## src/rtl/tfc_pkg.sv

```systemverilog
package tfc_pkg;
  localparam int WORD_W = 24;
  localparam int ID_W   = 12;
  localparam int ID_LSB = 12;
  localparam int CAL_W  = 4;
  localparam int CAL_LSB = 5;
  localparam int NFLAG  = 8;

  typedef enum int {
    CH_SPARE = 0, CH_SNAP = 1, CH_VETO = 2, CH_FERST = 3,
    CH_BXRST = 4, CH_HDR = 5, CH_NZS = 6, CH_SYNC = 7
  } flag_ch_e;

  // word bit of flag line i: lines 0..4 at bits 0..4, lines 5..7 at bits 9..11
  function automatic int flag_pos(input int i);
    return (i < 5) ? i : i + 4;
  endfunction
endpackage

```

## src/rtl/tfc_field_split.sv

```systemverilog
module tfc_field_split
  import tfc_pkg::*;
(
  input  logic [WORD_W-1:0] word_i,
  input  logic              valid_i,
  output logic [NFLAG-1:0]  flags_o,
  output logic [CAL_W-1:0]  cal_o
);
  for (genvar i = 0; i < NFLAG; i++) begin : g_flag
    assign flags_o[i] = valid_i & word_i[flag_pos(i)];
  end
  assign cal_o = valid_i ? word_i[CAL_LSB +: CAL_W] : '0;
endmodule

```

## src/rtl/tfc_delay_line.sv

```systemverilog
module tfc_delay_line #(
  parameter int W     = 1,
  parameter int DLY_W = 5
) (
  input  logic             clk,
  input  logic             rst,
  input  logic [W-1:0]     din,
  input  logic [DLY_W-1:0] dly,
  output logic [W-1:0]     dout
);
  localparam int DEPTH = (1 << DLY_W) - 1;

  logic [W-1:0] stage [DEPTH];

  always_ff @(posedge clk) begin
    if (rst) begin
      for (int j = 0; j < DEPTH; j++) stage[j] <= '0;
      dout <= '0;
    end else begin
      stage[0] <= din;
      for (int j = 1; j < DEPTH; j++) stage[j] <= stage[j-1];
      dout <= (dly == '0) ? din : stage[dly - 1'b1];
    end
  end
endmodule

```

## src/rtl/tfc_bx_counter.sv

```systemverilog
module tfc_bx_counter #(
  parameter int ID_W = 12
) (
  input  logic            clk,
  input  logic            rst,
  input  logic [ID_W-1:0] orbit_len,
  input  logic            clr_strobe,
  input  logic            id_valid,
  input  logic [ID_W-1:0] id_rx,
  input  logic            err_clr,
  output logic [ID_W-1:0] bx_cnt,
  output logic            sync_err
);
  logic [ID_W-1:0] last_bx;
  assign last_bx = orbit_len - 1'b1;

  always_ff @(posedge clk) begin
    if (rst) begin
      bx_cnt   <= '0;
      sync_err <= 1'b0;
    end else begin
      if (clr_strobe || bx_cnt >= last_bx) bx_cnt <= '0;
      else                                 bx_cnt <= bx_cnt + 1'b1;
      sync_err <= (sync_err & ~err_clr) | (id_valid && (id_rx != bx_cnt));
    end
  end
endmodule

```

## src/rtl/fe_tfc_decoder.sv

```systemverilog
module fe_tfc_decoder
  import tfc_pkg::*;
#(
  parameter int DLY_W = 5
) (
  input  logic                       clk,
  input  logic                       rst,
  input  logic [WORD_W-1:0]          tfc_word_i,
  input  logic                       tfc_valid_i,
  input  logic [(NFLAG+1)*DLY_W-1:0] delay_cfg_i,
  input  logic [ID_W-1:0]            orbit_len_i,
  input  logic                       err_clr_i,
  output logic [NFLAG-1:0]           cmd_o,
  output logic [CAL_W-1:0]           calib_type_o,
  output logic [ID_W-1:0]            bx_cnt_o,
  output logic                       sync_err_o
);
  logic [NFLAG-1:0] flags;
  logic [CAL_W-1:0] cal;
  logic [NFLAG-1:0] cmd_q;

  tfc_field_split u_split (
    .word_i (tfc_word_i),
    .valid_i(tfc_valid_i),
    .flags_o(flags),
    .cal_o  (cal)
  );

  for (genvar i = 0; i < NFLAG; i++) begin : g_line
    tfc_delay_line #(.W(1), .DLY_W(DLY_W)) u_dly (
      .clk (clk),
      .rst (rst),
      .din (flags[i]),
      .dly (delay_cfg_i[i*DLY_W +: DLY_W]),
      .dout(cmd_q[i])
    );
  end

  tfc_delay_line #(.W(CAL_W), .DLY_W(DLY_W)) u_cal_dly (
    .clk (clk),
    .rst (rst),
    .din (cal),
    .dly (delay_cfg_i[NFLAG*DLY_W +: DLY_W]),
    .dout(calib_type_o)
  );

  tfc_bx_counter #(.ID_W(ID_W)) u_bx (
    .clk       (clk),
    .rst       (rst),
    .orbit_len (orbit_len_i),
    .clr_strobe(cmd_q[CH_BXRST]),
    .id_valid  (tfc_valid_i),
    .id_rx     (tfc_word_i[ID_LSB +: ID_W]),
    .err_clr   (err_clr_i),
    .bx_cnt    (bx_cnt_o),
    .sync_err  (sync_err_o)
  );

  assign cmd_o = cmd_q;
endmodule

```

## config.mk

```make
export PLATFORM = sky130hd
export DESIGN_NAME = fe_tfc_decoder
export DESIGN_NICKNAME = d
export VERILOG_FILES = /design/src/rtl/tfc_pkg.sv /design/src/rtl/tfc_field_split.sv /design/src/rtl/tfc_delay_line.sv /design/src/rtl/tfc_bx_counter.sv /design/src/rtl/fe_tfc_decoder.sv
export SDC_FILE = /design/constraint.sdc
export NUM_CORES = 1
export LEC_CHECK = 0
export BUFFER_PORTS_ARGS = -buffer_cell sky130_fd_sc_hd__buf_2
export CAP_MARGIN = 10
export CORE_MARGIN = 1
export CORE_UTILIZATION = 54
export CTS_CLUSTER_SIZE = 16
export DETAILED_ROUTE_END_ITERATION = 12
export PLACE_DENSITY = 0.71
export SKIP_CTS_REPAIR_TIMING = 1
export SYNTH_ARGS = -nofsm -noshare
export SYNTH_HDL_FRONTEND = slang
export SYNTH_SLANG_ARGS = --single-unit
export TNS_END_PERCENT = 50
```

## constraint.sdc

```tcl
create_clock -name clk -period 2.4 [get_ports clk]
set_input_delay 0.48 -clock clk [delete_from_list [all_inputs] [get_ports clk]]
set_output_delay 0.48 -clock clk [all_outputs]
set_load 0.01 [all_outputs]
```

After elaboration in Yosys (flattened, before gate mapping)
Memory sizes are Yosys's and may differ from the RTL's.
Cells that the tools add are included.
Widths: inputs -> output; s select.

operators by class
  $add $sub $neg = 11
  order comparisons = 1
  equality and inequality tests = 1
  mux-type cells = 292
  bitwise gates (word level) = 290
  reduce and logical (&&, ||, !) cells = 12

operators by type and width
  cell                   number
  $or 1x1->1             280
  $mux 1                 259
  $mux 4                 33
  $logic_not 5->1        9
  $sub 5x1->5 const B    9
  $add 12x1->12 const B  1
  $ge 12x12->1           1
  $ne 12x12->1           1
  $sub 12x1->12 const B  1
  $and 1x1->1            9
  $reduce_or 2->1        1
  $logic_and 1x1->1      1
  $logic_or 1x1->1       1
  $not 1->1              1

storage, ports and cells
  register bits = 25
  memory bits (writable) = 372
  bits of input ports = 85
  output and inout port bits = 25
  logic and storage cells = 627
  memories kept = 9

memory list
  name                   depth  bits a word  rd ports  clocked after Yosys merged registers in  write ports  line                  source
  u_cal_dly.stage        31     4            31        0                                        31           tfc_delay_line.sv:13  logic [W-1:0] stage [DEPTH];
  g_line[0].u_dly.stage  31     1            31        0                                        31           tfc_delay_line.sv:13
  g_line[1].u_dly.stage  31     1            31        0                                        31           tfc_delay_line.sv:13
  g_line[2].u_dly.stage  31     1            31        0                                        31           tfc_delay_line.sv:13
  g_line[3].u_dly.stage  31     1            31        0                                        31           tfc_delay_line.sv:13
  g_line[4].u_dly.stage  31     1            31        0                                        31           tfc_delay_line.sv:13
  +3 memories            --     --           --        --                                       --           --

Longest topological paths before layout
  depth after elaboration = 4
  mapped depth = 13
  gate-level depth less buffers = 12

Cells and area by module
From an unflattened synthesis, not the netlist that was laid out.

unflattened totals
  cells, all modules = 1,387
  area total of the unflattened synthesis = 16,216.8 um2

modules (own cells, without submodules)
  module                                 times used  cells an instance  area each (um2)  seq. area each (um2)
  tfc_delay_line at g_line[0].u_dly ...  8           106                1,282.5          640.6
  tfc_delay_line at u_cal_dly            1           397                4,683.2          2,562.5
  tfc_bx_counter                         1           129                1,177.4          260.2
  tfc_field_split                        1           13                 96.3             0.0

Worst setup path after synthesis
No wires, ideal clock.

  path type = input port to flip-flop
  start = in delay_cfg_i[40]
  end = reg u_cal_dly.dout[0]
  setup time = 0.122 ns
  arrival time = 2.454 ns
  required time = 2.278 ns
  slack = -0.176 ns
  stages = 9
  buffers on the path = 3
  path through = buf_6 -> buf_2 -> inv_1 -> ha_1 -> buf_2 -> mux4_2 -> mux4_2 -> a31oi_1 -> o21ai_1

between the ends
  word-level cells in the longest chain between the ends = 3
  elaborated cells between the ends (all ways) = 4
  those cells by class = 1 x add/sub; 1 x mux; 1 x reduce/logical; 1 x memory

RTL lines
  item                    line                  source
  start: declaration      fe_tfc_decoder.sv:10  input logic [(NFLAG+1)*DLY_W-1:0] delay_cfg_i,
  $sub 5x1->5             tfc_delay_line.sv:22  dout <= (dly == '0) ? din : stage[dly - 1'b1];
  $mem_v2 31x4            --
  $mux 4 (*)              tfc_delay_line.sv:22
  end signal: assignment  tfc_delay_line.sv:22
  end: declaration        tfc_delay_line.sv:9   output logic [W-1:0] dout

Mark *: on every way between the ends. The rest lies on a longest branch, timed or not.
A chain may end at the register's enable or synchronous reset.

Worst setup path after layout
  start = in orbit_len_i[3]
  end = reg u_bx.bx_cnt[0]

between the ends
  word-level cells in the longest chain between the ends = 4

RTL lines
  item                       line                  source
  start: declaration         fe_tfc_decoder.sv:11  input logic [ID_W-1:0] orbit_len_i,
  $sub 12x1->12              tfc_bx_counter.sv:15  assign last_bx = orbit_len - 1'b1;
  $ge 12x12->1               tfc_bx_counter.sv:22  if (clr_strobe || bx_cnt >= last_bx) bx_cnt <= '0;
  $logic_or 1x1->1           tfc_bx_counter.sv:22
  $reduce_or 2->1 (no line)  --
  end signal: assignment     tfc_bx_counter.sv:23  else bx_cnt <= bx_cnt + 1'b1;
  end: declaration           tfc_bx_counter.sv:11  output logic [ID_W-1:0] bx_cnt,

No other way between the ends.

==> results_tabular.tex <==
\begin{tabular}{lr}
\hline
Metric & Value \\
\hline
\multicolumn{2}{l}{\textbf{Outcome}} \\
Result of the run & finished with violations \\
Violated checks & DRC \\
\multicolumn{2}{l}{\textbf{Critical path}} \\
Max FO, Critical Path & 12 \\
Number of cells traversed by the worst register-to-register path & 7 \\
Kind of critical path & primary input to flip-flop \\
FF-to-FF End & u\_bx.bx\_cnt[0] \\
Most repeated library cell on the critical path & a21o\_1 \\
Internal reg-to-reg setup slack & 0.55 ns \\
Critical Path Max Stage Delay & 0.37 ns \\
CP max-delay cell & or3\_4 \\
Sort of element at the end of the critical path & flip-flop \\
Worst setup path end & u\_bx.bx\_cnt[0] \\
Element type at the critical path start & primary input \\
Arrival time at the worst endpoint & 2.57 ns \\
Critical-path cell list & buf\_2, nor2\_2, nand3\_1, or3\_4, and2\_4, ha\_1, a21o\_1, a21o\_1, a21oi\_1, o211ai\_1, buf\_4, a211oi\_1 \\
Worst r2r src & u\_bx.bx\_cnt[5] \\
WP data required & 2.82 ns \\
Critical path startpoint & orbit\_len\_i[3] \\
\multicolumn{2}{l}{\textbf{Pwr}} \\
Worst VDD drop & 0.000608 V \\
LEAKAGE & 7.07 nW \\
Final total power & 13.8 mW \\
Pwr/cell area & 782 nW/um\^{}2 \\
\multicolumn{2}{l}{\textbf{Global routing}} \\
Maximum number of pins on one net before global-route repair & 131 \\
GRT Util Overall & 0.185 \\
GR Overflow Total & 0 \\
Wire length of the first global-routing pass & 43.3 mm \\
Number of global-route vias before repair & 8,957 \\
Antenna violations before repair & 0 \\
\multicolumn{2}{l}{\textbf{Detailed routing}} \\
Vias per std cell & 5.05 \\
Final Routed Wirelength & 25.9 mm \\
Number of violations reported at the end of detailed-routing iteration 0 & 410 \\
Number of optimization iterations in the first detailed-route pass & 8 \\
Number of remaining DRC errors & 4 \\
Antenna-violating nets left & 0 \\
Total number of vias & 9,104 \\
Avg WL per Cell & 14.4 um \\
\multicolumn{2}{l}{\textbf{Cells and area}} \\
Total area of sequential cells & 7950 um\^{}2 \\
Total non-filler cell area in the finished layout & 17,700 um\^{}2 \\
Final Non-Filler Cells & 1,801 \\
Fillers & 2,190 \\
\# nets final & 1,499 \\
Area of combinational cells with multiple inputs & 6830 um\^{}2 \\
P\&R area growth vs syn & 16.2\% \\
Share of final-layout standard cells stronger than drive strength 1 & 0.240 \\
\multicolumn{2}{l}{\textbf{Floorplan}} \\
Num ports & 110 \\
Die Width & 170 um \\
Number of rows created at floorplan & 61 \\
Core outline area & 27,700 um\^{}2 \\
Area of the die & 28,800 um\^{}2 \\
Die height & 170 um \\
Initial cell density of the core & 0.549 \\
\multicolumn{2}{l}{\textbf{Yosys}} \\
Top-area cell type share of the netlist area & 0.523 \\
Synthesis warning total & 0 \\
Cell count after synthesis & 1,275 \\
Area leader, netlist & dfxtp\_1 \\
Yosys cell types & 42 \\
Post-Syn Area per Cell & 11.9 um\^{}2 \\
Fraction of the yosys area taken by sequential cells & 0.523 \\
Synthesized flop and latch total & 397 \\
Synthesized area & 15,200 um\^{}2 \\
Top cells by area in the synthesized netlist & dfxtp\_1 (52\%), nor2b\_1 (15\%), mux4\_2 (13\%) \\
Post-Synthesis Net Count & 1,383 \\
\multicolumn{2}{l}{\textbf{Clock tree}} \\
Maximum level of the CTS H-tree & 2 \\
Number of buffers created by CTS & 41 \\
Clock Latency Late Sink & 0.53 ns \\
Clock slew at reported path FFs & 0.06 ns \\
CTS sink count & 397 \\
Worst-case clock buffer depth & 3 \\
Root cell of the clock tree & clkbuf\_16 \\
CTS tree & yes \\
\multicolumn{2}{l}{\textbf{STA}} \\
Crit path setup slack, layout & 0.250 ns \\
Final max-slew violation count & 0 \\
Part of the cycle the worst path needs & 0.896 \\
Worst relative slew slack & 0.649 \\
Minimum period implied by the final worst setup slack & 2.15 ns \\
Setup repair after global routing missed its margin & false \\
Skew final & 0.0211 ns \\
Number of setup violations in the final report & 0 \\
Total negative slack & 0 ns \\
Timing-limited maximum frequency & 465 MHz \\
Count of endpoints failing hold in the final timing report & 0 \\
Actual slew at the worst max-slew pin & 0.525 ns \\
\multicolumn{2}{l}{\textbf{Place}} \\
Cell area reported after detailed placement & 16,300 um\^{}2 \\
Number of I/O port buffers & 109 \\
Cell count after placement & 1,726 \\
Detailed-placement wirelength estimate & 16.8 mm \\
Post-placement worst setup slack & -0.285 ns \\
Global placer's final weighted congestion & 0.790 \\
\multicolumn{2}{l}{\textbf{Hold path}} \\
Worst min-delay path category & primary input to flip-flop \\
\multicolumn{2}{l}{\textbf{Run}} \\
MaxCap Viol Count & 0 \\
\hline
\end{tabular}
[worst max-delay path, delay by kind of cell]
kind | cells | cell delay, ns
adders and majority gates | 1 | 0.29
AOI/OAI and AO/OA | 5 | 0.75
and+or+nand+nor | 4 | 0.74
buffers and inverters | 2 | 0.30
[cells in the final DEF, fill, tap and decap left out, types with 24 or more instances in the layout]
master / count
o21ai_0: 26
xor2_1: 25
buf_4: 36
nor2b_1: 361
mux2i_1: 31
dfxtp_1: 397
mux4_2: 85
mux2_2: 27
clkbuf_16: 43
buf_2: 108
xnor2_1: 24
[report_power, final]
| part | switching [mW] | internal [mW] | total [mW] |
|---|---|---|---|
| Sequential | 0.0236 | 6.63 | 6.65 |
| Combinational | 0.462 | 0.371 | 0.833 |
| Clock | 2.48 | 3.87 | 6.34 |
| Total | 2.96 | 10.9 | 13.8 |
[routing by layer]
metal / part of all wire / GRT usage
met4: 0.019 / 0.0576
met3: 0.034 / 0.0288
met2: 0.43 / 0.287
met5: 0 / 0
met1: 0.51 / 0.267
[sequential cells by signal, indices dropped and copies added, names as in the netlist]
name and flops:
u_cal_dly.stage 124, g_line.u_dly.stage 248, u_cal_dly.dout 4, g_line.u_dly.dout 8, u_bx.sync_err 1, u_bx.bx_cnt 12
[synthesized netlist by cell type]
library cell / count
o21ai_1: 1
buf_4: 18
nand3b_1: 1
a31oi_1: 5
nand2_1: 23
and2_1: 16
a21boi_0: 1
ha_1: 23
nor3b_1: 17
clkbuf_1: 46
buf_2: 4
o32a_1: 7
or3_1: 1
xnor2_2: 1
a21oi_1: 10
xor2_2: 7
mux2i_1: 31
nor2_1: 14
a21o_1: 5
mux2_2: 27
nor3_1: 12
buf_6: 2
and4_1: 1
a211o_1: 1
nand4_1: 8
nor2b_1: 362
mux4_1: 1
o211ai_1: 4
nand2b_1: 3
nor4_1: 2
xor2_1: 25
inv_1: 23
mux4_2: 85
xnor2_1: 24
o21ai_0: 27
and3_1: 5
buf_1: 9
o31ai_1: 1
a211oi_1: 18
nand3_1: 4
dfxtp_1: 397
a22oi_1: 3
[cells by family after synthesis]
group / count (synthesis) / synth area share
adder cells (fa/ha/maj): 23 / 0.0189
AO/OA/AOI/OAI: 83 / 0.0355
flip-flops: 397 / 0.523
AND/OR/NAND/NOR: 469 / 0.187
buffers and inverters: 102 / 0.0309
XOR/XNOR: 57 / 0.0368
multiplexers: 144 / 0.168
[cell type report]
class / instances / share of cell area
timing repair buffer: 152 / 0.0546
tap: 378 / 0.0268
inverter: 23 / 0.00488
antenna: 1 / 0.000142
clock buffer: 63 / 0.0696
sequential: 397 / 0.450
multi-input combinational: 776 / 0.386
clock inverter: 11 / 0.00814
[stage by stage]
step,util,hold slack (ns)
after CTS,0.638,0.168
after floorplan,-,0.429
after detailed placement,0.588,0.446
after global routing,0.638,0.182
after global placement,0.588,0.435
final,0.638,0.189
[worst min path at each step]
stage               cells after the start                 startpoint                        end
detailed placement                      1  g_line[7].u_dly.stage[23]  g_line[7].u_dly.stage[24]
floorplan                               1      u_cal_dly.stage[6][0]      u_cal_dly.stage[7][0]
finish                                  2              tfc_word_i[0]   g_line[0].u_dly.stage[0]
global placement                        1     u_cal_dly.stage[17][3]     u_cal_dly.stage[18][3]
global route                            2             tfc_word_i[11]   g_line[7].u_dly.stage[0]
CTS                                     2             tfc_word_i[11]   g_line[7].u_dly.stage[0]
Power figures use the tool's default switching activity.
